[src/rtl/bqd_pkg.sv]
package bqd_pkg;
  typedef enum logic [1:0] {
    CHAIN_SPLIT     = 2'd0,
    CHAIN_DECADE    = 2'd1,
    CHAIN_SYMMETRIC = 2'd2,
    CHAIN_SPLIT_ALT = 2'd3
  } chain_mode_e;
endpackage

[src/rtl/bqd_fall_detect.sv]
module bqd_fall_detect #(
  parameter int STAGES = 2
) (
  input  logic clk,
  input  logic rst_n,
  input  logic din_i,
  output logic fall_o
);
  localparam int LAST = STAGES;

  logic [LAST:0] chain_q;
  logic [LAST:0] chain_d;

  always_comb begin
    chain_d = {chain_q[LAST-1:0], din_i};
  end

  always_ff @(posedge clk or negedge rst_n) begin
    if (!rst_n) chain_q <= '0;
    else        chain_q <= chain_d;
  end

  assign fall_o = chain_q[LAST] & ~chain_q[LAST-1];

  AST_FALL_SINGLE: assert property (@(posedge clk) disable iff (!rst_n)
    fall_o |=> !fall_o);
endmodule

[src/rtl/bqd_toggle_stage.sv]
module bqd_toggle_stage (
  input  logic clk,
  input  logic rst_n,
  input  logic step_i,
  input  logic set_i,
  input  logic clr_i,
  output logic q_o,
  output logic at_high_o
);
  logic q_q;
  logic q_d;
  logic en;

  always_comb begin
    en  = step_i | set_i | clr_i;
    q_d = q_q;
    if (set_i)       q_d = 1'b1;
    else if (clr_i)  q_d = 1'b0;
    else if (step_i) q_d = ~q_q;
  end

  always_ff @(posedge clk or negedge rst_n) begin
    if (!rst_n)  q_q <= 1'b0;
    else if (en) q_q <= q_d;
  end

  assign q_o       = q_q;
  assign at_high_o = q_q;

  AST_TOGGLE_STEP: assert property (@(posedge clk) disable iff (!rst_n)
    (step_i && !set_i && !clr_i) |=> (q_q != $past(q_q)));
  AST_TOGGLE_HOLD: assert property (@(posedge clk) disable iff (!rst_n)
    (!step_i && !set_i && !clr_i) |=> $stable(q_q));
endmodule

[src/rtl/bqd_quinary_stage.sv]
module bqd_quinary_stage #(
  parameter int WIDTH   = 3,
  parameter int MODULUS = 5
) (
  input  logic             clk,
  input  logic             rst_n,
  input  logic             step_i,
  input  logic             set_i,
  input  logic             clr_i,
  output logic [WIDTH-1:0] val_o,
  output logic             at_last_o
);
  localparam logic [WIDTH-1:0] LAST_VAL = WIDTH'(MODULUS - 1);

  logic [WIDTH-1:0] val_q;
  logic [WIDTH-1:0] val_d;
  logic             en;

  always_comb begin
    en    = step_i | set_i | clr_i;
    val_d = val_q;
    if (set_i)            val_d = LAST_VAL;
    else if (clr_i)       val_d = '0;
    else if (step_i) begin
      if (val_q >= LAST_VAL) val_d = '0;
      else                   val_d = val_q + WIDTH'(1);
    end
  end

  always_ff @(posedge clk or negedge rst_n) begin
    if (!rst_n)  val_q <= '0;
    else if (en) val_q <= val_d;
  end

  assign val_o     = val_q;
  assign at_last_o = (val_q == LAST_VAL);

  AST_QUINARY_RANGE: assert property (@(posedge clk) disable iff (!rst_n)
    val_q <= LAST_VAL);
  AST_QUINARY_STEP: assert property (@(posedge clk) disable iff (!rst_n)
    (step_i && !set_i && !clr_i) |=>
      (val_q == (($past(val_q) == LAST_VAL) ? '0 : $past(val_q) + WIDTH'(1))));
endmodule

[src/rtl/bq_decade_counter.sv]
module bq_decade_counter #(
  parameter int SYNC_STAGES = 2
) (
  input  logic       clk,
  input  logic       rst_n,
  input  logic [1:0] mode_i,
  input  logic       count_a_i,
  input  logic       count_b_i,
  input  logic       preset_a_i,
  input  logic       preset_b_i,
  input  logic       clear_a_i,
  input  logic       clear_b_i,
  output logic [3:0] q_o
);
  import bqd_pkg::*;

  localparam int QW = 3;

  chain_mode_e mode;
  logic        fall_a;
  logic        fall_b;
  logic        force_nine;
  logic        force_zero;
  logic        step_a;
  logic        step_b;
  logic        q0;
  logic        q0_high;
  logic [QW-1:0] qv;
  logic        qv_last;

  assign mode = chain_mode_e'(mode_i);

  bqd_fall_detect #(.STAGES(SYNC_STAGES)) u_det_a (
    .clk(clk), .rst_n(rst_n), .din_i(count_a_i), .fall_o(fall_a));
  bqd_fall_detect #(.STAGES(SYNC_STAGES)) u_det_b (
    .clk(clk), .rst_n(rst_n), .din_i(count_b_i), .fall_o(fall_b));

  always_comb begin
    force_nine = preset_a_i & preset_b_i;
    force_zero = clear_a_i & clear_b_i & ~force_nine;
    step_a     = fall_a;
    step_b     = fall_b;
    unique case (mode)
      CHAIN_DECADE:    step_b = fall_a & q0_high;
      CHAIN_SYMMETRIC: step_a = fall_b & qv_last;
      default: ;
    endcase
  end

  bqd_toggle_stage u_div2 (
    .clk(clk), .rst_n(rst_n), .step_i(step_a), .set_i(force_nine),
    .clr_i(force_zero), .q_o(q0), .at_high_o(q0_high));

  bqd_quinary_stage #(.WIDTH(QW), .MODULUS(5)) u_div5 (
    .clk(clk), .rst_n(rst_n), .step_i(step_b), .set_i(force_nine),
    .clr_i(force_zero), .val_o(qv), .at_last_o(qv_last));

  assign q_o = {qv, q0};

  AST_PRESET_NINE: assert property (@(posedge clk) disable iff (!rst_n)
    (preset_a_i && preset_b_i) |=> (q_o == 4'b1001));
  AST_PRESET_OVER_CLEAR: assert property (@(posedge clk) disable iff (!rst_n)
    (preset_a_i && preset_b_i && clear_a_i && clear_b_i) |=> (q_o == 4'b1001));
  AST_CLEAR_ZERO: assert property (@(posedge clk) disable iff (!rst_n)
    (clear_a_i && clear_b_i && !(preset_a_i && preset_b_i)) |=> (q_o == 4'b0000));
  AST_DECADE_CARRY: assert property (@(posedge clk) disable iff (!rst_n)
    ((mode_i == 2'd1) && fall_a && q0 && !(preset_a_i && preset_b_i)
      && !(clear_a_i && clear_b_i)) |=> (q_o[3:1] != $past(q_o[3:1])));
  AST_SYM_CARRY: assert property (@(posedge clk) disable iff (!rst_n)
    ((mode_i == 2'd2) && fall_b && (q_o[3:1] == 3'd4) && !(preset_a_i && preset_b_i)
      && !(clear_a_i && clear_b_i)) |=> (q_o[0] != $past(q_o[0])));
  AST_DECADE_RANGE: assert property (@(posedge clk) disable iff (!rst_n)
    (mode_i == 2'd1) |-> (q_o <= 4'd9));
endmodule

[config.mk]
export PLATFORM = sky130hd
export DESIGN_NAME = bq_decade_counter
export DESIGN_NICKNAME = d
export VERILOG_FILES = /design/src/rtl/bqd_pkg.sv /design/src/rtl/bqd_fall_detect.sv /design/src/rtl/bqd_toggle_stage.sv /design/src/rtl/bqd_quinary_stage.sv /design/src/rtl/bq_decade_counter.sv
export SDC_FILE = /design/constraint.sdc
export NUM_CORES = 1
export LEC_CHECK = 0
export BUFFER_PORTS_ARGS = -buffer_cell sky130_fd_sc_hd__buf_2
export CAP_MARGIN = 5
export CORE_MARGIN = 4
export CORE_UTILIZATION = 30
export CTS_CLUSTER_DIAMETER = 150
export CTS_CLUSTER_SIZE = 12
export DETAILED_ROUTE_END_ITERATION = 7
export SYNTH_ARGS = -nofsm -noshare
export SYNTH_HDL_FRONTEND = slang
export SYNTH_SLANG_ARGS = --single-unit
[constraint.sdc]
create_clock -name clk -period 1.1 [get_ports clk]
set_clock_uncertainty 0.05 [all_clocks]
set_input_delay 0.165 -clock clk [delete_from_list [all_inputs] [get_ports clk]]
set_output_delay 0.165 -clock clk [all_outputs]
set_load 0.1 [all_outputs]
==> flow_summary.html, run 1 <==
<table>
<tr><th>Metric</th><th>Value</th></tr>
<tr><th colspan="2">Worst setup path</th></tr>
<tr><td>CP peak stage delay</td><td>~500 ps</td></tr>
<tr><td>Setup crit start kind</td><td>flip-flop</td></tr>
<tr><td>Category of the most critical setup path</td><td>flip-flop to flip-flop</td></tr>
<tr><td>Setup slack of the most critical reg-to-reg path</td><td>-260 ps</td></tr>
<tr><td>Launch instance of the worst register-to-register path</td><td>u_div5.val_o[0]$_DFFE_PN0P_</td></tr>
<tr><td>Largest fanout on the critical path</td><td>4</td></tr>
<tr><td>Reg-to-reg critical path endpoint</td><td>u_div2.at_high_o$_DFFE_PN0P_</td></tr>
<tr><td>Crit path capture type</td><td>flip-flop</td></tr>
<tr><td>Total number of cells along the worst setup path</td><td>6</td></tr>
<tr><td>Worst setup endpoint</td><td>u_div2.at_high_o$_DFFE_PN0P_</td></tr>
<tr><td>Combined buffer and inverter count along the critical path</td><td>1</td></tr>
<tr><td>List of cells traversed by the critical path</td><td>inv_2, ha_4, nand4b_1, mux2i_1, xnor2_1, o21ai_1</td></tr>
<tr><td>Family of cells with the greatest summed delay on the critical path</td><td>flip-flops</td></tr>
<tr><td>Cell depth of the worst flop-to-flop path</td><td>6</td></tr>
<tr><td>Origin of the worst setup path</td><td>u_div5.val_o[0]$_DFFE_PN0P_</td></tr>
<tr><td>Required time at the endpoint of the critical path</td><td>roughly 1200 ps</td></tr>
<tr><td>Arrival @ worst endpoint</td><td>1460 ps</td></tr>
<tr><td>Cell type of the slowest stage on the worst timing path</td><td>dfrtp_4</td></tr>
<tr><th colspan="2">Clock network</th></tr>
<tr><td># clock sinks</td><td>10</td></tr>
<tr><td>Number of H-tree levels</td><td>1</td></tr>
<tr><td>Largest buffer count on any clock path</td><td>2</td></tr>
<tr><td>Clock input transition at the sequential cells of the worst setup and hold paths</td><td>around 60 ps</td></tr>
<tr><td>Clock tree from TritonCTS</td><td>yes</td></tr>
<tr><td>Clock latency on the worst-skew pair</td><td>about 260 ps</td></tr>
<tr><td>Clock root buffer</td><td>clkbuf_4</td></tr>
<tr><td>Number of buffers created by CTS</td><td>3</td></tr>
<tr><th colspan="2">Power</th></tr>
<tr><td>PD cells</td><td>between 1000 and 1500 nW/um^2</td></tr>
<tr><td>VDD IR-drop max</td><td>slightly below 0.8 mV</td></tr>
<tr><td>Pleak</td><td>about 0.36 nW</td></tr>
<tr><th colspan="2">STA</th></tr>
<tr><td>Transition time at the pin with the least slew margin</td><td>211 ps</td></tr>
<tr><td>Total count of max-transition violations in the final report</td><td>0</td></tr>
<tr><td>Relative slew margins</td><td>~86%</td></tr>
<tr><td>Total count of hold-check failures in the final report</td><td>0</td></tr>
<tr><td>Worst-case setup margin in the final layout</td><td>-262 ps</td></tr>
<tr><td>Number of setup violations in the final report</td><td>8</td></tr>
<tr><td>Share of the clock period used by the worst path</td><td>124%</td></tr>
<tr><td>Fin crit period</td><td>1360 ps</td></tr>
<tr><td>Post-route setup TNS</td><td>-1170 ps</td></tr>
<tr><td>Setup repair after global routing missed its margin</td><td>true</td></tr>
<tr><td>Max Freq</td><td>734 MHz</td></tr>
<tr><th colspan="2">Yosys</th></tr>
<tr><td>Complex-gate fraction of the synthesized area</td><td>~4.7%</td></tr>
<tr><td>Leading cell types by total area after synthesis</td><td>dfrtp_1 (56%), mux2i_1 (8.9%), ha_1 (5.6%)</td></tr>
<tr><td>Share of async-settable or async-resettable flops after synthesis</td><td>between 90% and 100%</td></tr>
<tr><td>Synth Cell Area</td><td>around 450 sq um</td></tr>
<tr><td>Cell type with the highest aggregate area in the netlist</td><td>dfrtp_1</td></tr>
<tr><td>Share of the synthesized netlist area taken by xor and xnor gates</td><td>just under 2%</td></tr>
<tr><td>Cell with the most instances after synthesis</td><td>dfrtp_1</td></tr>
<tr><td>Number of flops mapped to enable cells by yosys</td><td>0</td></tr>
<tr><td>Simple-gate share of the synthesized area</td><td>roughly a fifth</td></tr>
<tr><td>Flops &amp; latches, synth</td><td>10</td></tr>
<tr><td>Mean instance size in the synthesized netlist</td><td>11.8 sq um</td></tr>
<tr><td>Main combinational cell family by area after synthesis</td><td>simple AND/OR/NAND/NOR gates</td></tr>
<tr><td>Predominant post-synthesis flop cell</td><td>dfrtp_1</td></tr>
<tr><td>Synth top area share</td><td>55.7%</td></tr>
<tr><td>List of most frequent post-synthesis cells</td><td>dfrtp_1 (10), mux2i_1 (4)</td></tr>
<tr><td>Part of the Yosys area used for sequential elements</td><td>roughly 56%</td></tr>
<tr><td>Synth Instances</td><td>38</td></tr>
<tr><td>Synth Warn #</td><td>0</td></tr>
<tr><td>Mapped Nets</td><td>50</td></tr>
<tr><td>Share of cell area taken by muxes after synthesis</td><td>under 10%</td></tr>
<tr><td>Post-synth cell types</td><td>16</td></tr>
<tr><td>Adder and majority gate portion of the synthesized area</td><td>5.57%</td></tr>
<tr><th colspan="2">Outcome</th></tr>
<tr><td>Violated checks</td><td>setup timing</td></tr>
<tr><td>Run status</td><td>finished with violations</td></tr>
<tr><th colspan="2">Final layout</th></tr>
<tr><td>Relative area change from synthesis to final layout</td><td>67.4%</td></tr>
<tr><td>Number of filler cells placed in the layout</td><td>around 120</td></tr>
<tr><td>Number of antenna repair diodes</td><td>0</td></tr>
<tr><td>Layout net count</td><td>78</td></tr>
<tr><td>Multi-input combinational cell area</td><td>around 200 sq um</td></tr>
<tr><td>Sequential cell area</td><td>259 sq um</td></tr>
<tr><td>Post-route non-filler standard cell count</td><td>80</td></tr>
<tr><td>Share of cells above drive strength 1</td><td>52.3%</td></tr>
<tr><td>Summed area of non-filler cells in the final layout</td><td>approximately 750 sq um</td></tr>
<tr><th colspan="2">Route</th></tr>
<tr><td>Total vias in the final route</td><td>362</td></tr>
<tr><td>Number of remaining DRC errors</td><td>0</td></tr>
<tr><td>First-pass detailed-route iteration total</td><td>2</td></tr>
<tr><td>Routed wirelength normalized by instance count</td><td>11.4 microns</td></tr>
<tr><td>Final antenna-violating net count</td><td>0</td></tr>
<tr><td>First DRT Iteration DRCs</td><td>2</td></tr>
<tr><td>Per-cell via count in the routed design</td><td>about 4.5</td></tr>
<tr><td>Final Routed Wirelength</td><td>about 910 microns</td></tr>
<tr><th colspan="2">Worst hold path</th></tr>
<tr><td>HP Class</td><td>input pin to flip-flop</td></tr>
<tr><th colspan="2">Placed design</th></tr>
<tr><td>Placement Cell Area</td><td>about 630 sq um</td></tr>
<tr><td>Pre-CTS WS</td><td>-236 ps</td></tr>
<tr><td>Placer's final routability congestion estimate</td><td>approximately 0.65</td></tr>
<tr><td>Quantity of I/O buffers inserted on ports</td><td>13</td></tr>
<tr><td>Number of cells in the design after placement</td><td>70</td></tr>
<tr><th colspan="2">Die</th></tr>
<tr><td>Vert. Die Dim</td><td>around 47 microns</td></tr>
<tr><td>Die Width</td><td>~47 microns</td></tr>
<tr><td>IO Pins</td><td>14</td></tr>
<tr><td>Number of standard-cell rows in the floorplan</td><td>13</td></tr>
<tr><td>Core outline area</td><td>roughly 1400 sq um</td></tr>
<tr><td>Die Area</td><td>approximately 2200 sq um</td></tr>
<tr><td>Initial cell density of the core</td><td>approximately 33%</td></tr>
<tr><th colspan="2">GRT</th></tr>
<tr><td>Tot GR Track Use</td><td>10.2%</td></tr>
<tr><td>Maximum number of pins on one net before global-route repair</td><td>11</td></tr>
<tr><td>Grt total ovfl</td><td>0</td></tr>
<tr><td>Global-route wire length before repair</td><td>about 1.5 mm</td></tr>
<tr><td>Antenna violations before repair</td><td>0</td></tr>
<tr><td>Vias in the first global route</td><td>360</td></tr>
<tr><th colspan="2">Run</th></tr>
<tr><td>Max-Cap Viols</td><td>0</td></tr>
</table>
worst reg2reg max path, cell delays in order, from the launching register on:
cell,delay [ps]
dfrtp_4,500
inv_2,80
ha_4,120
nand4b_1,80
mux2i_1,170
xnor2_1,170
o21ai_1,80
cell type report:
cell class              instances  area share [%]
repair buffers                 24            30.1
flip-flops and latches         10            34.4
multi-input cells              24            26.6
well taps                      15            2.50
clock buffers                   4            4.83
inverters                       3            1.50
per-layer routing:
| layer | wire (microns) | track usage, % |
|---|---|---|
| met2 | 474 | 17.9 |
| met3 | 65 | 1.17 |
| met1 | 357 | 10.7 |
| met4 | 17 | 8.29 |
| met5 | 0 | 0 |
metrics by stage:
stage                     hold slack (ps)  utilization, %  power [mW]
after floorplan                      -181               -       0.615
after global placement              -21.7            46.8       0.749
after detailed placement            -19.1            46.8       0.754
after CTS                             103            54.2        1.12
after global routing                  136            55.7        1.18
final                                 114            55.7        1.11
worst min path at each step:
stage          cells after the start       start                           end  slack (ps)
3_5_place_dp                       1       rst_n  u_det_a.chain_q[0]$_DFF_PN0_         -20
4_1_cts                            3  preset_b_i  u_div2.at_high_o$_DFFE_PN0P_         100
6_report                           3  preset_b_i   u_div5.val_o[2]$_DFFE_PN0P_         110
5_1_grt                            3  preset_b_i   u_div5.val_o[2]$_DFFE_PN0P_         140
3_3_place_gp                       1       rst_n  u_det_a.chain_q[0]$_DFF_PN0_         -20
2_1_floorplan                      0       rst_n  u_det_a.chain_q[0]$_DFF_PN0_        -180
timing repair:
action	CTS	global route
endpoints found under the setup margin	8	8
setup buffers	3	0
pin swaps	1	1
resized for setup	3	3
hold buffers	3	0
hold endpoints to repair	12	0
sequential cells by signal, summed over array words and instances (netlist names):
signal and count:
u_det_a.chain_q 3, u_det_b.chain_q 3, u_div2.at_high_o 1, u_div5.val_o 3
kinds of logic (layout without fill, tap and decap cells):
logic type / count (synthesis) / after routing
AND/OR/NAND/NOR: 14 / 14
buffers and inverters: 4 / 31
flip-flops: 10 / 10
AO/OA/AOI/OAI: 3 / 3
adder cells (fa/ha/maj): 2 / 2
multiplexers: 4 / 4
XOR/XNOR: 1 / 1
power by group:
part / total [mW] / internal [mW] / switching (mW) / leakage (nW)
Clock: 0.318 / 0.201 / 0.117 / 0.0210
Sequential: 0.421 / 0.399 / 0.0218 / 0.116
Combinational: 0.375 / 0.172 / 0.203 / 0.222
Total: 1.11 / 0.771 / 0.342 / 0.359
placed cells by master, fill, tap and decap left out:
master / netlist / final
nand2b_1: 3 / 3
dfrtp_4: 0 / 2
dfrtp_1: 10 / 7
nor2b_4: 0 / 1
buf_12: 0 / 4
and2b_4: 1 / 1
clkbuf_8: 0 / 1
and2_1: 1 / 1
dlygate4sd3_1: 0 / 3
o21ai_1: 2 / 2
ha_1: 2 / 1
buf_6: 0 / 3
nand4b_1: 1 / 1
a32o_2: 1 / 1
inv_1: 3 / 1
nand2_1: 3 / 3
nor2_1: 3 / 3
inv_2: 0 / 2
buf_4: 1 / 5
ha_4: 0 / 1
mux2i_1: 4 / 4
xnor2_1: 1 / 1
buf_2: 0 / 9
and4bb_1: 1 / 1
dfrtp_2: 0 / 1
clkbuf_4: 0 / 3
No activity file was read; power rests on OpenSTA's default activity.
==> run 2, diff against run 1 <==
- CAP_MARGIN: 5 -> default
- clock period: 1.1 -> 1.7 ns (I/O delays scaled with it)
==> run 2 against run 1 <==
Against the previous run: the run now ends clean; wire length shrank 22%; worst setup slack improved by 530 ps; highest routed layer is now met3; register-to-register slack better by 680 ps; critical endpoint is now q_o[3]; power shrank 44%; via count fell by 17%; final area shrank 24%; sequential share of layout area is 9.6 points higher; flip-flop and latch count stayed put; utilization is 13 points lower; first-iteration DRC count fell by 50%.
==> flow_summary.html, run 2 (synthesis gave the netlist of run 1 again) <==
<table>
<tr><th>Metric</th><th>Value</th></tr>
<tr><th colspan="2">Outcome</th></tr>
<tr><td>Run status</td><td>finished, final reports clean</td></tr>
<tr><th colspan="2">Clock network</th></tr>
<tr><td>Clock input transition at the sequential cells of the worst setup and hold paths</td><td>70 ps (about the same)</td></tr>
<tr><td>Number of buffers created by CTS</td><td>3 (unchanged)</td></tr>
<tr><td>Number of H-tree levels</td><td>1 (unchanged)</td></tr>
<tr><td>Clock root buffer</td><td>clkbuf_4</td></tr>
<tr><td>Largest buffer count on any clock path</td><td>2 (unchanged)</td></tr>
<tr><td>Clock latency on the worst-skew pair</td><td>260 ps (about the same)</td></tr>
<tr><td>Number of setup buffers added after CTS</td><td>0 (-3)</td></tr>
<tr><td># clock sinks</td><td>10 (unchanged)</td></tr>
<tr><td>Clock tree from TritonCTS</td><td>yes</td></tr>
<tr><td>Number of gates given a new drive strength after cts</td><td>0 (-3)</td></tr>
<tr><th colspan="2">Worst setup path</th></tr>
<tr><td>Required time at the endpoint of the critical path</td><td>1390 ps (+190 ps)</td></tr>
<tr><td>Arrival @ worst endpoint</td><td>1130 ps (-330 ps)</td></tr>
<tr><td>Combined buffer and inverter count along the critical path</td><td>1 (unchanged)</td></tr>
<tr><td>Family of cells with the greatest summed delay on the critical path</td><td>buffers and inverters</td></tr>
<tr><td>Largest fanout on the critical path</td><td>6 (+2)</td></tr>
<tr><td>Launch instance of the worst register-to-register path</td><td>u_det_a.chain_q[1]$_DFF_PN0_</td></tr>
<tr><td>Category of the most critical setup path</td><td>flip-flop to output pin</td></tr>
<tr><td>Reg-to-reg critical path endpoint</td><td>u_div5.val_o[0]$_DFFE_PN0P_</td></tr>
<tr><td>Setup crit start kind</td><td>flip-flop</td></tr>
<tr><td>Cell type of the slowest stage on the worst timing path</td><td>buf_2</td></tr>
<tr><td>List of cells traversed by the critical path</td><td>buf_2</td></tr>
<tr><td>CP peak stage delay</td><td>460 ps (-40 ps)</td></tr>
<tr><td>Setup slack of the most critical reg-to-reg path</td><td>420 ps (+680 ps)</td></tr>
<tr><td>Crit path capture type</td><td>output pin</td></tr>
<tr><td>Cell depth of the worst flop-to-flop path</td><td>4 (-2)</td></tr>
<tr><th colspan="2">GRT</th></tr>
<tr><td>Met1 usage in global routing</td><td>10.5% (-0.24 points)</td></tr>
<tr><td>Tot GR Track Use</td><td>7.88% (-2.3 points)</td></tr>
<tr><td>Vias in the first global route</td><td>281 (-22%)</td></tr>
<tr><td>Met2 Track Usage GR</td><td>10.2% (-7.7 points)</td></tr>
<tr><td>Antenna violations before repair</td><td>0 (unchanged)</td></tr>
<tr><td>Grt total ovfl</td><td>0 (unchanged)</td></tr>
<tr><td>Met3 global-route usage</td><td>2.34% (+1.2 points)</td></tr>
<tr><td>Global-route wire length before repair</td><td>1.16 mm (-21%)</td></tr>
<tr><td>Maximum number of pins on one net before global-route repair</td><td>11 (unchanged)</td></tr>
<tr><td>Top Usage Layer GRT</td><td>met1</td></tr>
<tr><th colspan="2">STA</th></tr>
<tr><td>Worst-case setup margin in the final layout</td><td>269 ps (+531 ps)</td></tr>
<tr><td>Number of setup violations in the final report</td><td>0 (-8)</td></tr>
<tr><td>Post-Route Hold Slack</td><td>47.3 ps (-66.4 ps)</td></tr>
<tr><td>Total count of max-transition violations in the final report</td><td>0 (unchanged)</td></tr>
<tr><td>Post-route setup TNS</td><td>0 ps (+1170 ps)</td></tr>
<tr><td>Transition time at the pin with the least slew margin</td><td>487 ps (+277 ps)</td></tr>
<tr><td>Setup repair after global routing missed its margin</td><td>false</td></tr>
<tr><td>Max Freq</td><td>around 700 MHz</td></tr>
<tr><td>Fin crit period</td><td>1430 ps</td></tr>
<tr><td>Total count of hold-check failures in the final report</td><td>0 (unchanged)</td></tr>
<tr><td>Share of the clock period used by the worst path</td><td>a little over four fifths</td></tr>
<tr><td>Relative slew margins</td><td>67.8% (-18 points)</td></tr>
<tr><th colspan="2">Worst hold path</th></tr>
<tr><td>HP Class</td><td>input pin to flip-flop</td></tr>
<tr><td>Worst hold path depth</td><td>1 (-2)</td></tr>
<tr><td>Beginning of the worst hold path</td><td>count_a_i</td></tr>
<tr><td>Sink of the worst hold path</td><td>u_det_a.chain_q[0]$_DFF_PN0_</td></tr>
<tr><th colspan="2">Placed design</th></tr>
<tr><td>Half-perimeter wire length after placement</td><td>578 microns</td></tr>
<tr><td>Quantity of I/O buffers inserted on ports</td><td>13 (unchanged)</td></tr>
<tr><td>Pre-CTS WS</td><td>412 ps (+648 ps)</td></tr>
<tr><td>Placement Cell Area</td><td>528 sq um (-16%)</td></tr>
<tr><td>Placer's final routability congestion estimate</td><td>0.652 (-0.15%)</td></tr>
<tr><th colspan="2">Final layout</th></tr>
<tr><td>Summed area of non-filler cells in the final layout</td><td>574 sq um (-24%)</td></tr>
<tr><td>Most frequent standard cell in the layout excluding fill and tap cells</td><td>buf_2</td></tr>
<tr><td>Layout net count</td><td>68 (-13%)</td></tr>
<tr><td>Finished Core Util</td><td>42.5% (-13 points)</td></tr>
<tr><td>Share of cells above drive strength 1</td><td>38.2% (-14 points)</td></tr>
<tr><td>Commonest cells after routing, fill and taps aside</td><td>buf_2 (13), dfrtp_1 (8), mux2i_1 (4)</td></tr>
<tr><td>Number of antenna repair diodes</td><td>0 (unchanged)</td></tr>
<tr><td>Relative area change from synthesis to final layout</td><td>27.9%</td></tr>
<tr><th colspan="2">Die</th></tr>
<tr><td>Core outline area</td><td>1350 sq um (unchanged)</td></tr>
<tr><td>Die Width</td><td>46.7 microns (unchanged)</td></tr>
<tr><td>Vert. Die Dim</td><td>46.7 microns (unchanged)</td></tr>
<tr><td>IO Pins</td><td>14 (unchanged)</td></tr>
<tr><td>Number of standard-cell rows in the floorplan</td><td>13 (unchanged)</td></tr>
<tr><td>Initial cell density of the core</td><td>33.3% (unchanged)</td></tr>
<tr><td>Die Area</td><td>2180 sq um (unchanged)</td></tr>
<tr><th colspan="2">Route</th></tr>
<tr><td>Routed wirelength normalized by instance count</td><td>10.2 microns (-11%)</td></tr>
<tr><td>Final antenna-violating net count</td><td>0 (unchanged)</td></tr>
<tr><td>Number of remaining DRC errors</td><td>0 (unchanged)</td></tr>
<tr><td>Per-cell via count in the routed design</td><td>4.29 (-5.3%)</td></tr>
<tr><td>First-pass detailed-route iteration total</td><td>2 (unchanged)</td></tr>
<tr><td>Total vias in the final route</td><td>300 (-17%)</td></tr>
<tr><td>First DRT Iteration DRCs</td><td>1 (-1)</td></tr>
<tr><td>Final Routed Wirelength</td><td>711 microns (-22%)</td></tr>
<tr><th colspan="2">Power</th></tr>
<tr><td>Pleak</td><td>0.290 nW (-19%)</td></tr>
<tr><td>PD cells</td><td>1090 nW/um^2 (-26%)</td></tr>
<tr><td>VDD IR-drop max</td><td>0.381 mV (-51%)</td></tr>
<tr><th colspan="2">Run</th></tr>
<tr><td>Max-Cap Viols</td><td>0 (unchanged)</td></tr>
</table>
## run 2: what timing repair did
item                                   4_1_cts  5_1_grt
endpoints found under the hold margin       10        0
hold buffers                                 1        0
setup endpoints to repair                    0        0
## run 2: layer usage
| metal | vias up | share of wire [%] | routed length (microns) |
|---|---|---|---|
| li1 | 161 | - | - |
| met1 | 128 | 52 | 368 |
| met2 | 11 | 37 | 264 |
| met3 | 0 | 11 | 78 |
| met4 | 0 | 0 | 0 |
| met5 | - | 0 | 0 |
## run 2: stage by stage
step	total power, mW	std cells
after global placement	0.424	65
after floorplan	0.395	38
after detailed placement	0.425	65
final	0.628	70
after CTS	0.637	70
after global routing	0.659	70
## run 2: area by class of cell
class	instances	area, sq um
well taps	15	18.8
clock buffers	4	36.3
multi-input cells	24	180
inverters	3	11.3
fillers	138	776
flip-flops and latches	10	253
repair buffers	14	75.1
## run 2: report_power, final
part	switching, mW	internal [mW]	total (mW)	leakage (nW)
sequential	0.0150	0.256	0.271	0.118
clock	0.0783	0.130	0.208	0.0210
combinational	0.110	0.0391	0.149	0.151
## run 2: how the worst max path moves through the flow
stage,from,endpoint,slack [ps],cells after the start
finish,u_div5.val_o[2]$_DFFE_PN0P_,q_o[3],270,1
global route,u_div5.val_o[2]$_DFFE_PN0P_,q_o[3],200,1
CTS,u_div5.val_o[2]$_DFFE_PN0P_,q_o[3],250,1
detailed placement,u_div5.val_o[0]$_DFFE_PN0P_,u_div2.at_high_o$_DFFE_PN0P_,410,6
global placement,u_div5.val_o[0]$_DFFE_PN0P_,u_div2.at_high_o$_DFFE_PN0P_,430,6
floorplan,u_div5.val_o[2]$_DFFE_PN0P_,u_div2.at_high_o$_DFFE_PN0P_,50,4
==> run 3, diff against run 2 <==
- ABC_AREA: default -> 1
- clock period: 1.7 -> 1.4 ns (I/O delays scaled with it)
==> run 3 against run 2 <==
Against the previous run: worst setup slack worse by 210 ps; first-iteration DRC count grew to 8.0 times the previous value; critical path type unchanged; critical endpoint unchanged; global-route usage is 1.2 points higher; flip-flop and latch count stayed put; via count is 32% higher; register-to-register slack worse by 250 ps; synthesized area is 8.9% higher; wire length is 24% higher; critical path depth stayed put; clock-buffer cell count stayed put; die area is 7.3% higher; combinational power grew to 2.7 times the previous value.
==> flow_summary.html, run 3 <==
<table>
<tr><th>Metric</th><th>Value</th></tr>
<tr><th colspan="2">Worst hold path</th></tr>
<tr><td>HP Class</td><td>input pin to flip-flop</td></tr>
<tr><th colspan="2">Route</th></tr>
<tr><td>Total vias in the final route</td><td>395 (+32%)</td></tr>
<tr><td>Per-cell via count in the routed design</td><td>4.29 (+0.18%)</td></tr>
<tr><td>Number of remaining DRC errors</td><td>0 (unchanged)</td></tr>
<tr><td>Final antenna-violating net count</td><td>0 (unchanged)</td></tr>
<tr><td>First DRT Iteration DRCs</td><td>8 (+7)</td></tr>
<tr><td>Final Routed Wirelength</td><td>885 microns (+24%)</td></tr>
<tr><td>Routed wirelength normalized by instance count</td><td>9.62 microns (-5.3%)</td></tr>
<tr><td>First-pass detailed-route iteration total</td><td>4 (+2)</td></tr>
<tr><th colspan="2">STA</th></tr>
<tr><td>Total count of max-transition violations in the final report</td><td>0 (unchanged)</td></tr>
<tr><td>Relative slew margins</td><td>67.8% (about the same)</td></tr>
<tr><td>Max Freq</td><td>approximately 750 MHz</td></tr>
<tr><td>Worst-case setup margin in the final layout</td><td>59.9 ps (-209 ps)</td></tr>
<tr><td>Share of the clock period used by the worst path</td><td>a little over nine tenths</td></tr>
<tr><td>Total count of hold-check failures in the final report</td><td>0 (unchanged)</td></tr>
<tr><td>Fin crit period</td><td>approximately 1300 ps</td></tr>
<tr><td>Post-route setup TNS</td><td>0 ps (unchanged)</td></tr>
<tr><td>Post-Route Hold Slack</td><td>241 ps (+193 ps)</td></tr>
<tr><td>Transition time at the pin with the least slew margin</td><td>487 ps (-0.367 ps)</td></tr>
<tr><td>Setup repair after global routing missed its margin</td><td>false</td></tr>
<tr><td>Number of setup violations in the final report</td><td>0 (unchanged)</td></tr>
<tr><th colspan="2">Yosys</th></tr>
<tr><td>Flops &amp; latches, synth</td><td>10 (unchanged)</td></tr>
<tr><td>Synth Instances</td><td>57 (+50%)</td></tr>
<tr><td>Leading cell types by total area after synthesis</td><td>dfrtp_1 (51%), nand2_1 (11%), nand3_1 (8.2%)</td></tr>
<tr><td>Cell type with the highest aggregate area in the netlist</td><td>dfrtp_1</td></tr>
<tr><td>List of most frequent post-synthesis cells</td><td>nand2_1 (14), dfrtp_1 (10), inv_1 (8), nand3_1 (8), inv_2 (4)</td></tr>
<tr><td>Mean instance size in the synthesized netlist</td><td>8.58 sq um (-27%)</td></tr>
<tr><td>Part of the Yosys area used for sequential elements</td><td>51.2% (-4.6 points)</td></tr>
<tr><td>Post-synth cell types</td><td>13 (-3)</td></tr>
<tr><td>Number of flops mapped to enable cells by yosys</td><td>0 (unchanged)</td></tr>
<tr><td>Synth top area share</td><td>51.2% (-4.6 points)</td></tr>
<tr><td>Share of async-settable or async-resettable flops after synthesis</td><td>100% (unchanged)</td></tr>
<tr><td>Mapped Nets</td><td>69 (+38%)</td></tr>
<tr><td>Predominant post-synthesis flop cell</td><td>dfrtp_1</td></tr>
<tr><td>Synth Warn #</td><td>0 (unchanged)</td></tr>
<tr><td>Cell with the most instances after synthesis</td><td>nand2_1</td></tr>
<tr><td>Synth Cell Area</td><td>489 sq um (+8.9%)</td></tr>
<tr><th colspan="2">Power</th></tr>
<tr><td>VDD IR-drop max</td><td>0.899 mV (+140%)</td></tr>
<tr><td>Pleak</td><td>0.367 nW (+27%)</td></tr>
<tr><td>Power share of the sequential group</td><td>36.2% (-7.0 points)</td></tr>
<tr><td>Share of power burned in the clock network</td><td>24.8% (-8.3 points)</td></tr>
<tr><td>PD cells</td><td>1510 nW/um^2 (+38%)</td></tr>
<tr><td>NetSw</td><td>0.406 mW (+100%)</td></tr>
<tr><td>P_int</td><td>0.615 mW (+45%)</td></tr>
<tr><td>Portion of total power attributed to combinational logic</td><td>38.9% (+15 points)</td></tr>
<tr><td>Switching Share</td><td>39.8% (+7.5 points)</td></tr>
<tr><th colspan="2">Worst setup path</th></tr>
<tr><td>Category of the most critical setup path</td><td>flip-flop to output pin</td></tr>
<tr><td>Largest fanout on the critical path</td><td>4 (-2)</td></tr>
<tr><td>Combined buffer and inverter count along the critical path</td><td>1 (unchanged)</td></tr>
<tr><td>Arrival @ worst endpoint</td><td>1080 ps (-50 ps)</td></tr>
<tr><td>CP peak stage delay</td><td>430 ps (-30 ps)</td></tr>
<tr><td>Family of cells with the greatest summed delay on the critical path</td><td>buffers and inverters</td></tr>
<tr><td>Required time at the endpoint of the critical path</td><td>1140 ps (-250 ps)</td></tr>
<tr><td>Crit path capture type</td><td>output pin</td></tr>
<tr><td>Setup crit start kind</td><td>flip-flop</td></tr>
<tr><td>List of cells traversed by the critical path</td><td>buf_2</td></tr>
<tr><td>Cell type of the slowest stage on the worst timing path</td><td>buf_2</td></tr>
<tr><th colspan="2">Clock network</th></tr>
<tr><td>Number of H-tree levels</td><td>1 (unchanged)</td></tr>
<tr><td>Clock tree from TritonCTS</td><td>yes</td></tr>
<tr><td>Clock input transition at the sequential cells of the worst setup and hold paths</td><td>60 ps (about the same)</td></tr>
<tr><td>Clock root buffer</td><td>clkbuf_4</td></tr>
<tr><td># clock sinks</td><td>10 (unchanged)</td></tr>
<tr><td>Clock latency on the worst-skew pair</td><td>270 ps (about the same)</td></tr>
<tr><td>Number of buffers created by CTS</td><td>3 (unchanged)</td></tr>
<tr><td>Largest buffer count on any clock path</td><td>2 (unchanged)</td></tr>
<tr><th colspan="2">Die</th></tr>
<tr><td>Die Area</td><td>2340 sq um (+7.3%)</td></tr>
<tr><td>Number of standard-cell rows in the floorplan</td><td>14 (+1)</td></tr>
<tr><td>Vert. Die Dim</td><td>48.4 microns (+3.6%)</td></tr>
<tr><td>Core outline area</td><td>1520 sq um (+13%)</td></tr>
<tr><td>IO Pins</td><td>14 (unchanged)</td></tr>
<tr><td>Initial cell density of the core</td><td>32.1% (-1.2 points)</td></tr>
<tr><td>Die Width</td><td>48.4 microns (+3.6%)</td></tr>
<tr><th colspan="2">Final layout</th></tr>
<tr><td>Post-route non-filler standard cell count</td><td>92 (+31%)</td></tr>
<tr><td>Layout net count</td><td>89 (+31%)</td></tr>
<tr><td>Summed area of non-filler cells in the final layout</td><td>674 sq um (+17%)</td></tr>
<tr><td>Sequential cell area</td><td>259 sq um (+2.5%)</td></tr>
<tr><td>Number of antenna repair diodes</td><td>0 (unchanged)</td></tr>
<tr><td>Share of cells above drive strength 1</td><td>39.5% (+1.3 points)</td></tr>
<tr><td>Multi-input combinational cell area</td><td>186 sq um (+3.5%)</td></tr>
<tr><td>Relative area change from synthesis to final layout</td><td>37.9%</td></tr>
<tr><td>Most frequent standard cell in the layout excluding fill and tap cells</td><td>nand2_1</td></tr>
<tr><td>Number of filler cells placed in the layout</td><td>151 (+9.4%)</td></tr>
<tr><td>Commonest cells after routing, fill and taps aside</td><td>nand2_1 (14), buf_2 (10), inv_1 (8), nand3_1 (8), dfrtp_1 (7)</td></tr>
<tr><th colspan="2">Outcome</th></tr>
<tr><td>Run status</td><td>finished, final reports clean</td></tr>
<tr><th colspan="2">Placed design</th></tr>
<tr><td>Placement Cell Area</td><td>606 sq um (+15%)</td></tr>
<tr><td>Half-perimeter wire length after placement</td><td>697 microns (+21%)</td></tr>
<tr><td>Quantity of I/O buffers inserted on ports</td><td>13 (unchanged)</td></tr>
<tr><td>Pre-CTS WS</td><td>169 ps (-243 ps)</td></tr>
<tr><td>Number of cells in the design after placement</td><td>85 (+31%)</td></tr>
<tr><td>Placer's final routability congestion estimate</td><td>0.790 (+21%)</td></tr>
<tr><th colspan="2">Run</th></tr>
<tr><td>Max-Cap Viols</td><td>0 (unchanged)</td></tr>
<tr><th colspan="2">GRT</th></tr>
<tr><td>Antenna violations before repair</td><td>0 (unchanged)</td></tr>
<tr><td>Tot GR Track Use</td><td>9.04% (+1.2 points)</td></tr>
<tr><td>Maximum number of pins on one net before global-route repair</td><td>11 (unchanged)</td></tr>
<tr><td>Grt total ovfl</td><td>0 (unchanged)</td></tr>
<tr><td>Vias in the first global route</td><td>362 (+29%)</td></tr>
<tr><td>Global-route wire length before repair</td><td>1.60 mm (+38%)</td></tr>
</table>
run 3: changes by cell type after synthesis, moves of 3 or more:
cell	previous run	this run
mux2i_1	4	0
nand3_1	0	8
nand2b_1	3	0
nand2_2	0	3
inv_2	0	4
inv_1	3	8
nand2_1	3	14
run 3: what timing repair did:
action | 4_1_cts | 5_1_grt
endpoints found under the setup margin | 0 | 1
hold buffers | 3 | 0
buffers inserted | 0 | 0
hold endpoints to repair | 12 | 0
resized for setup | 0 | 1
run 3: final cells by class:
type / instances / share of cell area, %
clock buffers: 4 / 5.38
inverters: 12 / 6.68
multi-input cells: 34 / 27.6
flip-flops and latches: 10 / 38.4
repair buffers: 16 / 18.9
well taps: 16 / 2.97
run 3: power by group through the flow:
stage | Combinational, mW | Clock [mW] | Sequential, mW
floorplan | 0.150 | 0 | 0.501
detailed placement | 0.391 | 0 | 0.375
global route | 0.423 | 0.277 | 0.378
CTS | 0.398 | 0.266 | 0.370
finish | 0.397 | 0.254 | 0.370
global placement | 0.387 | 0 | 0.374
run 3: final timing paths:
| kind | startpoint | end | slack [ps] | cells past startpoint |
|---|---|---|---|---|
| max in group asynchronous | rst_n | u_div5.val_o[1]$_DFFE_PN0P_ | 810 | 2 |
| min | preset_b_i | u_div5.val_o[2]$_DFFE_PN0P_ | 240 | 5 |
| max | u_div5.val_o[2]$_DFFE_PN0P_ | q_o[3] | 60 | 1 |
| min reg2reg | u_det_b.chain_q[0]$_DFF_PN0_ | u_det_b.chain_q[1]$_DFF_PN0_ | 290 | 0 |
| max reg2reg | u_div5.val_o[0]$_DFFE_PN0P_ | u_div2.at_high_o$_DFFE_PN0P_ | 170 | 8 |
| min in group asynchronous | rst_n | u_det_b.chain_q[1]$_DFF_PN0_ | 280 | 2 |
run 3: per-stage QoR:
step | util [%] | power (mW)
after CTS | 44.1 | 1.03
after detailed placement | 39.7 | 0.766
after global placement | 39.7 | 0.762
final | 44.3 | 1.02
after floorplan | - | 0.651
after global routing | 44.3 | 1.08
run 3: kinds of logic after synthesis:
logic type | Yosys count | synth area share [%]
buffers and inverters | 13 | 10.7
AND/OR/NAND/NOR | 30 | 28.6
adder cells (fa/ha/maj) | 2 | 5.11
flip-flops | 10 | 51.2
AO/OA/AOI/OAI | 2 | 4.35
run 3: routing by layer:
metal	global-route usage (%)	up-vias	part of all wire (%)
met5	0	-	0
met4	5.53	0	2.0
met3	4.91	2	6.1
met2	10.9	11	46
met1	12.2	169	46
li1	-	213	-
